File: src/rtl/ctr_route_pkg.sv
package ctr_route_pkg;

   localparam int SRC_W = 5;
   typedef logic [SRC_W-1:0] src_code_t;

   // clock source codes
   localparam src_code_t CK_PIN   = 5'd0;
   localparam src_code_t CK_CHAIN = 5'd6;
   localparam src_code_t CK_FAST  = 5'd11;
   // gate source codes
   localparam src_code_t GT_HIGH  = 5'd0;
   localparam src_code_t GT_PIN   = 5'd1;
   localparam src_code_t GT_CHAIN = 5'd2;
   // highest code accepted without enhanced mode
   localparam src_code_t BASE_MAX = 5'd7;

   function automatic src_code_t byte_code(input logic [7:0] b);
      return {b[7:6], b[2:0]};
   endfunction

endpackage

File: src/rtl/ctr_ref_divider.sv
module ctr_ref_divider #(
   parameter int FIRST_DIV = 2,
   parameter int NUM_REF   = 5
) (
   input  logic               clk,
   input  logic               rst_n,
   output logic [NUM_REF-1:0] ref_pulse
);
   localparam int PRE_W = (FIRST_DIV > 1) ? $clog2(FIRST_DIV) : 1;

   if (FIRST_DIV < 2) begin : g_bad_div
      $error("FIRST_DIV must be at least 2");
   end
   if (NUM_REF < 1) begin : g_bad_ref
      $error("NUM_REF must be at least 1");
   end

   logic [PRE_W-1:0] pre_q;

   always_ff @(posedge clk) begin
      if (!rst_n)                                 pre_q <= '0;
      else if (pre_q == PRE_W'(FIRST_DIV - 1))    pre_q <= '0;
      else                                        pre_q <= pre_q + 1'b1;
   end

   assign ref_pulse[0] = (pre_q == PRE_W'(FIRST_DIV - 1));

   a_r4_first_single: assert property (@(posedge clk) disable iff (!rst_n)
      ref_pulse[0] |=> !ref_pulse[0]);

   for (genvar k = 1; k < NUM_REF; k++) begin : g_decade
      logic [3:0] dec_q;
      always_ff @(posedge clk) begin
         if (!rst_n)              dec_q <= 4'd0;
         else if (ref_pulse[k-1]) dec_q <= (dec_q == 4'd9) ? 4'd0 : dec_q + 4'd1;
      end
      assign ref_pulse[k] = ref_pulse[k-1] && (dec_q == 4'd9);

      // a slower pulse is one cycle wide and coincides with the faster one
      a_r4_single_cycle: assert property (@(posedge clk) disable iff (!rst_n)
         ref_pulse[k] |=> !ref_pulse[k]);
      a_r4_nested: assert property (@(posedge clk) disable iff (!rst_n)
         ref_pulse[k] |-> ref_pulse[k-1]);
   end

endmodule

File: src/rtl/ctr_sel_bank.sv
module ctr_sel_bank
   import ctr_route_pkg::*;
#(
   parameter int NUM_BLK    = 2,
   parameter int CH_PER_BLK = 3
) (
   input  logic      clk,
   input  logic      rst_n,
   input  logic      enh_mode,
   input  logic      wr_en,
   input  logic [7:0] wr_byte,
   output src_code_t sel_q [NUM_BLK*CH_PER_BLK]
);
   localparam int NCH = NUM_BLK * CH_PER_BLK;

   src_code_t wr_code;
   logic      code_ok;
   logic      addr_ok;

   assign wr_code = byte_code(wr_byte);
   assign code_ok = enh_mode || (wr_code <= BASE_MAX);
   assign addr_ok = (32'(wr_byte[4:3]) < CH_PER_BLK) && (32'(wr_byte[5]) < NUM_BLK);

   for (genvar i = 0; i < NCH; i++) begin : g_ch
      localparam int BLK = i / CH_PER_BLK;
      localparam int CH  = i % CH_PER_BLK;
      logic hit;

      assign hit = wr_en && code_ok && addr_ok &&
                   (32'(wr_byte[5]) == BLK) && (32'(wr_byte[4:3]) == CH);

      always_ff @(posedge clk) begin
         if (!rst_n)   sel_q[i] <= '0;
         else if (hit) sel_q[i] <= wr_code;
      end

      // a channel not named by the byte keeps its selection
      a_r2_only_addressed: assert property (@(posedge clk) disable iff (!rst_n)
         !(wr_en && 32'(wr_byte[5]) == BLK && 32'(wr_byte[4:3]) == CH) |=> $stable(sel_q[i]));
      // wide codes outside enhanced mode are dropped
      a_r7_wide_dropped: assert property (@(posedge clk) disable iff (!rst_n)
         (wr_en && !enh_mode && wr_byte[7:6] != 2'b00) |=> $stable(sel_q[i]));
   end

endmodule

File: src/rtl/ctr_src_mux.sv
module ctr_src_mux
   import ctr_route_pkg::*;
#(
   parameter int NUM_REF = 5
) (
   input  logic               clk,
   input  logic               rst_n,
   input  logic               enh_mode,
   input  src_code_t          clk_sel,
   input  src_code_t          gate_sel,
   input  logic [NUM_REF-1:0] ref_pulse,
   input  logic               pin_clk,
   input  logic               pin_gate,
   input  logic               chain_in,
   output logic               clk_o,
   output logic               gate_o
);
   always_comb begin
      clk_o = 1'b0;
      if (clk_sel == CK_PIN)                 clk_o = pin_clk;
      else if (clk_sel == CK_CHAIN)          clk_o = chain_in;
      else if (clk_sel == CK_FAST)           clk_o = enh_mode;
      for (int k = 0; k < NUM_REF; k++) begin
         if (clk_sel == SRC_W'(k + 1))       clk_o = ref_pulse[k];
      end
   end

   always_comb begin
      unique case (gate_sel)
         GT_HIGH:  gate_o = 1'b1;
         GT_PIN:   gate_o = pin_gate;
         GT_CHAIN: gate_o = chain_in;
         default:  gate_o = 1'b0;
      endcase
   end

   // wide codes route logic 0 with enhanced mode off
   a_r9_wide_clk_low: assert property (@(posedge clk) disable iff (!rst_n)
      (!enh_mode && clk_sel > BASE_MAX) |-> !clk_o);
   a_r9_wide_gate_low: assert property (@(posedge clk) disable iff (!rst_n)
      (gate_sel > BASE_MAX) |-> !gate_o);
   // gate code 0 is constant high
   a_r6_gate_high: assert property (@(posedge clk) disable iff (!rst_n)
      (gate_sel == GT_HIGH) |-> gate_o);

endmodule

File: src/rtl/ctr_route_top.sv
module ctr_route_top
   import ctr_route_pkg::*;
#(
   parameter int NUM_BLK    = 2,
   parameter int CH_PER_BLK = 3,
   parameter int FIRST_DIV  = 2,
   parameter int NUM_REF    = 5
) (
   input  logic                            clk,
   input  logic                            rst_n,
   input  logic                            enh_mode,
   input  logic                            clk_sel_wr,
   input  logic                            gate_sel_wr,
   input  logic [7:0]                      sel_byte,
   input  logic [NUM_BLK*CH_PER_BLK-1:0]   ext_clk_in,
   input  logic [NUM_BLK*CH_PER_BLK-1:0]   gate_pin_in,
   input  logic [NUM_BLK*CH_PER_BLK-1:0]   ctr_out_in,
   output logic [NUM_BLK*CH_PER_BLK-1:0]   ch_clk_out,
   output logic [NUM_BLK*CH_PER_BLK-1:0]   ch_gate_out
);
   localparam int NCH = NUM_BLK * CH_PER_BLK;

   if (NUM_BLK < 1 || NUM_BLK > 2) begin : g_bad_blk
      $error("NUM_BLK must fit the one-bit block field");
   end
   if (CH_PER_BLK < 1 || CH_PER_BLK > 3) begin : g_bad_ch
      $error("CH_PER_BLK must fit the two-bit channel field");
   end
   if (NUM_REF > 5) begin : g_bad_nref
      $error("reference codes would overlap the chain code");
   end

   logic [NUM_REF-1:0] ref_pulse;
   src_code_t          clk_sel  [NCH];
   src_code_t          gate_sel [NCH];

   ctr_ref_divider #(.FIRST_DIV(FIRST_DIV), .NUM_REF(NUM_REF)) u_div (
      .clk(clk), .rst_n(rst_n), .ref_pulse(ref_pulse));

   ctr_sel_bank #(.NUM_BLK(NUM_BLK), .CH_PER_BLK(CH_PER_BLK)) u_clk_bank (
      .clk(clk), .rst_n(rst_n), .enh_mode(enh_mode),
      .wr_en(clk_sel_wr), .wr_byte(sel_byte), .sel_q(clk_sel));

   ctr_sel_bank #(.NUM_BLK(NUM_BLK), .CH_PER_BLK(CH_PER_BLK)) u_gate_bank (
      .clk(clk), .rst_n(rst_n), .enh_mode(enh_mode),
      .wr_en(gate_sel_wr), .wr_byte(sel_byte), .sel_q(gate_sel));

   for (genvar i = 0; i < NCH; i++) begin : g_route
      localparam int PREV = (i == 0) ? NCH - 1 : i - 1;
      ctr_src_mux #(.NUM_REF(NUM_REF)) u_mux (
         .clk(clk), .rst_n(rst_n), .enh_mode(enh_mode),
         .clk_sel(clk_sel[i]), .gate_sel(gate_sel[i]),
         .ref_pulse(ref_pulse),
         .pin_clk(ext_clk_in[i]), .pin_gate(gate_pin_in[i]),
         .chain_in(ctr_out_in[PREV]),
         .clk_o(ch_clk_out[i]), .gate_o(ch_gate_out[i]));
   end

   // a gate-only write leaves every clock selection in place
   for (genvar i = 0; i < NCH; i++) begin : g_chk
      a_r10_gate_write_keeps_clk: assert property (@(posedge clk) disable iff (!rst_n)
         (gate_sel_wr && !clk_sel_wr) |=> $stable(clk_sel[i]));
   end

endmodule

File: config.mk
export PLATFORM = sky130hd
export DESIGN_NAME = ctr_route_top
export DESIGN_NICKNAME = d
export VERILOG_FILES = /design/src/rtl/ctr_route_pkg.sv /design/src/rtl/ctr_ref_divider.sv /design/src/rtl/ctr_sel_bank.sv /design/src/rtl/ctr_src_mux.sv /design/src/rtl/ctr_route_top.sv
export SDC_FILE = /design/constraint.sdc
export NUM_CORES = 1
export LEC_CHECK = 0
export ABC_AREA = 1
export BUFFER_PORTS_ARGS = -buffer_cell sky130_fd_sc_hd__buf_2
export CELL_PAD_IN_SITES_DETAIL_PLACEMENT = 1
export CELL_PAD_IN_SITES_GLOBAL_PLACEMENT = 1
export CORE_MARGIN = 2
export CORE_UTILIZATION = 46
export CTS_BUF_LIST = sky130_fd_sc_hd__clkbuf_16
export DETAILED_ROUTE_END_ITERATION = 8
export PLACE_DENSITY_LB_ADDON = 0.1
export SLEW_MARGIN = 20
export SYNTH_ARGS = -nofsm -noshare
export SYNTH_HDL_FRONTEND = slang
export SYNTH_SLANG_ARGS = --single-unit
File: constraint.sdc
create_clock -name clk -period 4.3 [get_ports clk]
set_input_delay 0.86 -clock clk [delete_from_list [all_inputs] [get_ports clk]]
set_output_delay 0.86 -clock clk [all_outputs]
set_load 0.03 [all_outputs]
==> results.cfg, run 1 <==
[power]
ir_worst_vdd_mv = 0.167
power_density_nw_per_um2 = 325
p_leak_uw = 0.00202

[clock_network]
root_buffer = clkbuf_16
clockBufferDepth = 2
cts_buffers = 9
postCtsResizedCells = 0
clock_latency_ns = 0.33
htreeDepth = 3
cts_tree = built
cts_hold_buf = 0
clk_pin_slew_ns = 0.06
clock-sinks = 77
postCtsSetupRepairBufs = 0

[timing]
fmax_ghz = 0.349
slew_headroom = 0.256
period_minus_slack_ns = 2.87
setup_violations = 0
finClkSkew_ns = 0.00272
grt_setup_unrepaired = false
hold_violations = 0
tightest_slew_ns = 1.11
finalSetupTns_ns = 0
fin_crit_sh = 0.667
drv_slew = 0
setup_slack_ns = 1.43

[final_layout]
mostFrequentLayoutCells = nor2_1, nand2_1, dfxtp_1
area_growth_pct = 9.00
final_common_cell = nor2_1
diodes = 0
fin_nets = 758
fillers = 1361
seq_area_um2 = 1540
multi_input_area_um2 = 2610
drive_gt1_frac = 0.145

[place]
io_buffers = 42
dp_slack_ns = 1.53
gp_congestion = 0.789
hpwl_um = 9310

[setup_path]
path_cells = nand3_2 -> nor2_4 -> nand2_4 -> nor2_8 -> nand3_1 -> nand3_1 -> buf_2
crit_top_cell = nand3_1
slowest_delay_ns = 0.50
crit_fanout = 9
end_kind = output port
cp.required_ns = 3.44
start_kind = register
crit_type = reg -> out
slowest_stage = dfxtp_1
worstPathArrival_ns = 2.01

[grt]
grt_overflow = 0
grt_pass1_vias = 4520
grt_use_total = 0.245
antenna_found_initial = 0
grt_max_degree = 65
grt_pass1_wl_um = 21600

[yosys]
synth_edf_count = 0
async_flop_share = 0
syn-num-nets = 747
yosysWarnings = 0
ys_seq_area_frac = 0.333
ys_ff_latch = 77
synth_cell_types = 33
syn-instance-count = 716
syn-cell-area_um2 = 4630
avgSynthCellArea_um2 = 6.47
synthFlopType = dfxtp_1

[drt]
antenna_left = 0
drc = 0
first_pass_iters = 4
via_per_inst = 5.25
drt-total-wl_um = 13000
drt_iter0_markers = 215
wl_per_cell_um = 15.1
vias = 4538

[flow_run]
cap_violations = 0

[floorplanning]
die_h_um = 104
die_x_um = 104
rows = 36
io_pins = 43
fp.dieArea_um2 = 10900
start_util = 0.474
coreArea_um2 = 9770

[status]
outcome = finished clean

[hold_path]
hold_path_class = reg -> reg
==> through the flow <==
stage          utilization  cells  cell area (um^2)  total power, uW  hold slack (ns)
2_1_floorplan            -    716              4630              928            0.445
3_3_place_gp         0.490    849              4790              968            0.453
3_5_place_dp         0.490    849              4790              976            0.466
4_1_cts              0.516    864              5040             1660            0.476
5_1_grt              0.516    864              5050             1720            0.513
6_report             0.516    864              5050             1640            0.468
==> routing by layer <==
metal | track usage | up-vias | wire [um]
li1 | - | 2316 | -
met1 | 0.302 | 2155 | 6020
met2 | 0.431 | 53 | 6490
met3 | 0.0426 | 14 | 317
met4 | 0.0772 | 0 | 179
met5 | 0 | - | 0
==> synth_stat cells, types with 4 or more instances <==
| master | count | area (um^2) |
|---|---|---|
| a21oi_1 | 10 | 50.1 |
| dfxtp_1 | 77 | 1540 |
| clkbuf_1 | 12 | 45.0 |
| buf_1 | 12 | 45.0 |
| a211oi_1 | 6 | 45.0 |
| inv_2 | 9 | 33.8 |
| nand2_1 | 163 | 612 |
| nand4_4 | 5 | 106 |
| nor2_4 | 14 | 158 |
| or2_2 | 4 | 25.0 |
| o21ai_0 | 10 | 50.1 |
| nand3_1 | 36 | 180 |
| inv_1 | 54 | 203 |
| nor2_1 | 182 | 683 |
| o21ai_1 | 4 | 20.0 |
| nor3_1 | 5 | 25.0 |
| nand4_1 | 70 | 438 |
| buf_4 | 18 | 135 |
==> cell families after synthesis <==
kind of cell | share of synthesized area
xor+xnor | 0.00568
buf+inv | 0.105
flops | 0.333
compound gates | 0.0467
simple gates | 0.509
==> where the power goes <==
| part | internal, uW | leakage, uW | switching [uW] |
|---|---|---|---|
| Clock | 381 | 0.000128 | 298 |
| Sequential | 728 | 0.000623 | 14.6 |
| Combinational | 63.7 | 0.00127 | 155 |
==> critical path, delay by kind of cell (launching register included) <==
family                 cells  cell delay [ns]
AND/OR/NAND/NOR            6             0.96
flip-flops                 1             0.50
buffers and inverters      1             0.20
==> flip-flops by register name, summed over array words and instances, names as in the netlist <==
name	cells
u_gate_bank.sel_q	30
u_div.g_decade.dec_q	16
u_div.pre_q	1
u_clk_bank.sel_q	30
==> path summary, 6_finish.rpt <==
check | startpoint | endpoint | slack [ns] | cells after the start
worst max register to register | u_div.pre_q$_SDFF_PP0_ | u_div.g_decade[4].dec_q[3]$_SDFFE_PN0P_ | 2.77 | 6
worst min-delay path | u_div.g_decade[3].dec_q[2]$_SDFFE_PN0P_ | u_div.g_decade[3].dec_q[2]$_SDFFE_PN0P_ | 0.47 | 2
worst min register to register | u_div.g_decade[3].dec_q[2]$_SDFFE_PN0P_ | u_div.g_decade[3].dec_q[2]$_SDFFE_PN0P_ | 0.47 | 2
worst max-delay path | u_div.pre_q$_SDFF_PP0_ | ch_clk_out[1] | 1.43 | 7
==> area by class of cell <==
cell class                 instances  area share
multi-input combinational        530       0.516
sequential                        77       0.305
inverter                          63      0.0469
clock buffer                       9      0.0446
tap                              133      0.0330
timing repair buffer              46      0.0476
clock inverter                     6     0.00620
Power figures use the tool's default switching activity.
==> inputs of run 2 (changes only) <==
--- a/config.mk
+++ b/config.mk
@@ -10,7 +10,7 @@
 export CELL_PAD_IN_SITES_DETAIL_PLACEMENT = 1
 export CELL_PAD_IN_SITES_GLOBAL_PLACEMENT = 1
 export CORE_MARGIN = 2
-export CORE_UTILIZATION = 46
+export CORE_UTILIZATION = 38
 export CTS_BUF_LIST = sky130_fd_sc_hd__clkbuf_16
 export DETAILED_ROUTE_END_ITERATION = 8
 export PLACE_DENSITY_LB_ADDON = 0.1
==> constraint.sdc (replaced) <==
create_clock -name clk -period 2.5 [get_ports clk]
set_input_delay 0.5 -clock clk [delete_from_list [all_inputs] [get_ports clk]]
set_output_delay 0.5 -clock clk [all_outputs]
set_load 0.03 [all_outputs]
==> run 2 against run 1 <==
Effect of this change:
- worst hold slack improved by 0.010 ns
- via count is 0.42% lower
- non-clock buffer count up 10
==> results.cfg, run 2 (synthesis results as in run 1) <==
[status]
outcome = finished clean

[clock_network]
postCtsResizedCells = 0
postCtsSetupRepairBufs = 0
htreeDepth = 3
clockBufferDepth = 2
clock_latency_ns = 0.34
cts_hold_buf = 0
clock-sinks = 77
clk_pin_slew_ns = 0.06
root_buffer = clkbuf_16
cts_buffers = 9
cts_tree = built

[final_layout]
final_common_cell = nor2_1
fin_nets = 768
area_growth_pct = 11.2
reg_top3 = u_clk_bank.sel_q: 30 flops, u_gate_bank.sel_q: 30 flops, u_div.g_decade.dec_q: 16 flops
postLayoutCoreUtil = 0.431
fillers = 1608
diodes = 0
mostFrequentLayoutCells = nor2_1, nand2_1, dfxtp_1
finalNonFillerCells = 887
drive_gt1_frac = 0.153

[grt]
grt_use_total = 0.214
antenna_found_initial = 0
grt_pass1_wl_um = 22200
grt_max_degree = 31
grt_pass1_vias = 4539
grt_overflow = 0

[floorplanning]
die_x_um = 114
io_pins = 43
fp.dieArea_um2 = 13100
start_util = 0.387
rows = 40
coreArea_um2 = 12000
die_h_um = 114

[place]
dp_cells = 870
io_buffers = 42
gp_congestion = 0.775
dp_slack_ns = 0.479
hpwl_um = 9770

[timing]
finalSetupTns_ns = 0
drv_slew = 0
setup_slack_ns = 0.179
tightest_slew_ns = 0.539
fmax_ghz = 0.431
slew_headroom = 0.640
grt_setup_unrepaired = false
fin_crit_sh = 0.928
finClkSkew_ns = 0.00382
period_minus_slack_ns = 2.32
hold_violations = 0
setup_violations = 0

[setup_path]
worstPathArrival_ns = 1.82
crit_type = reg -> out
start_kind = register
end_kind = output port
cp.required_ns = 2.00
crit_fanout = 9

[flow_run]
cap_violations = 0

[drt]
first_pass_iters = 4
wl_per_cell_um = 14.9
via_per_inst = 5.09
drc = 0
drt-total-wl_um = 13200
vias = 4519
drt_iter0_markers = 205
antenna_left = 0

[power]
finalPower_uw = 2910
p_leak_uw = 0.00208
ir_worst_vdd_mv = 0.291
power_density_nw_per_um2 = 565

[hold_path]
hold_path_class = reg -> reg
## run 2: cell count changes in the layout (fill, tap and decap cells not counted), sizes merged
cell      delta
buf         +10
clkinv       -3
inv          +2
bufinv       +1
clkinvlp     -1
## run 2: through the flow
step / hold slack (ns) / cell area, um^2
3_5_place_dp: 0.468 / 4860
6_report: 0.478 / 5150
4_1_cts: 0.478 / 5130
5_1_grt: 0.494 / 5150
3_3_place_gp: 0.459 / 4860
2_1_floorplan: 0.445 / 4630
## run 2: final cells by class
type	instances	area, um^2	area share
Tap cell	147	184	0.0357
Clock inverter	5	46.3	0.00899
Sequential cell	77	1540	0.299
Timing Repair Buffer	56	315	0.0612
Inverter	63	236	0.0459
Clock buffer	9	225	0.0437
Multi-Input combinational cell	530	2600	0.505
## run 2: worst paths after layout
check	startpoint	endpoint	slack, ns	cells past startpoint
max	u_div.pre_q$_SDFF_PP0_	ch_clk_out[1]	0.18	7
min	u_div.g_decade[3].dec_q[2]$_SDFFE_PN0P_	u_div.g_decade[3].dec_q[2]$_SDFFE_PN0P_	0.48	2
max reg2reg	u_div.pre_q$_SDFF_PP0_	u_div.g_decade[4].dec_q[3]$_SDFFE_PN0P_	1.00	7
min reg2reg	u_div.g_decade[3].dec_q[2]$_SDFFE_PN0P_	u_div.g_decade[3].dec_q[2]$_SDFFE_PN0P_	0.48	2
## run 2: per-layer routing
layer | GRT usage | vias up | wire length (um)
li1 | - | 2340 | -
met1 | 0.272 | 2119 | 6270
met2 | 0.370 | 46 | 6440
met3 | 0.0307 | 14 | 271
met4 | 0.0732 | 0 | 196
met5 | 0 | - | 0
## run 2: worst max-delay path: stages, from the launching register on
cell     delay (ns)
dfxtp_1        0.46
nand3_2        0.15
nor2_4         0.21
nand2_4        0.10
nor2_8         0.16
nand3_1        0.10
nand3_1        0.10
buf_2          0.20
## run 2: where the power goes
part	internal [uW]	switching [uW]	leakage, uW
Combinational	117	266	0.00132
Clock	749	501	0.000141
Sequential	1250	24.7	0.000623
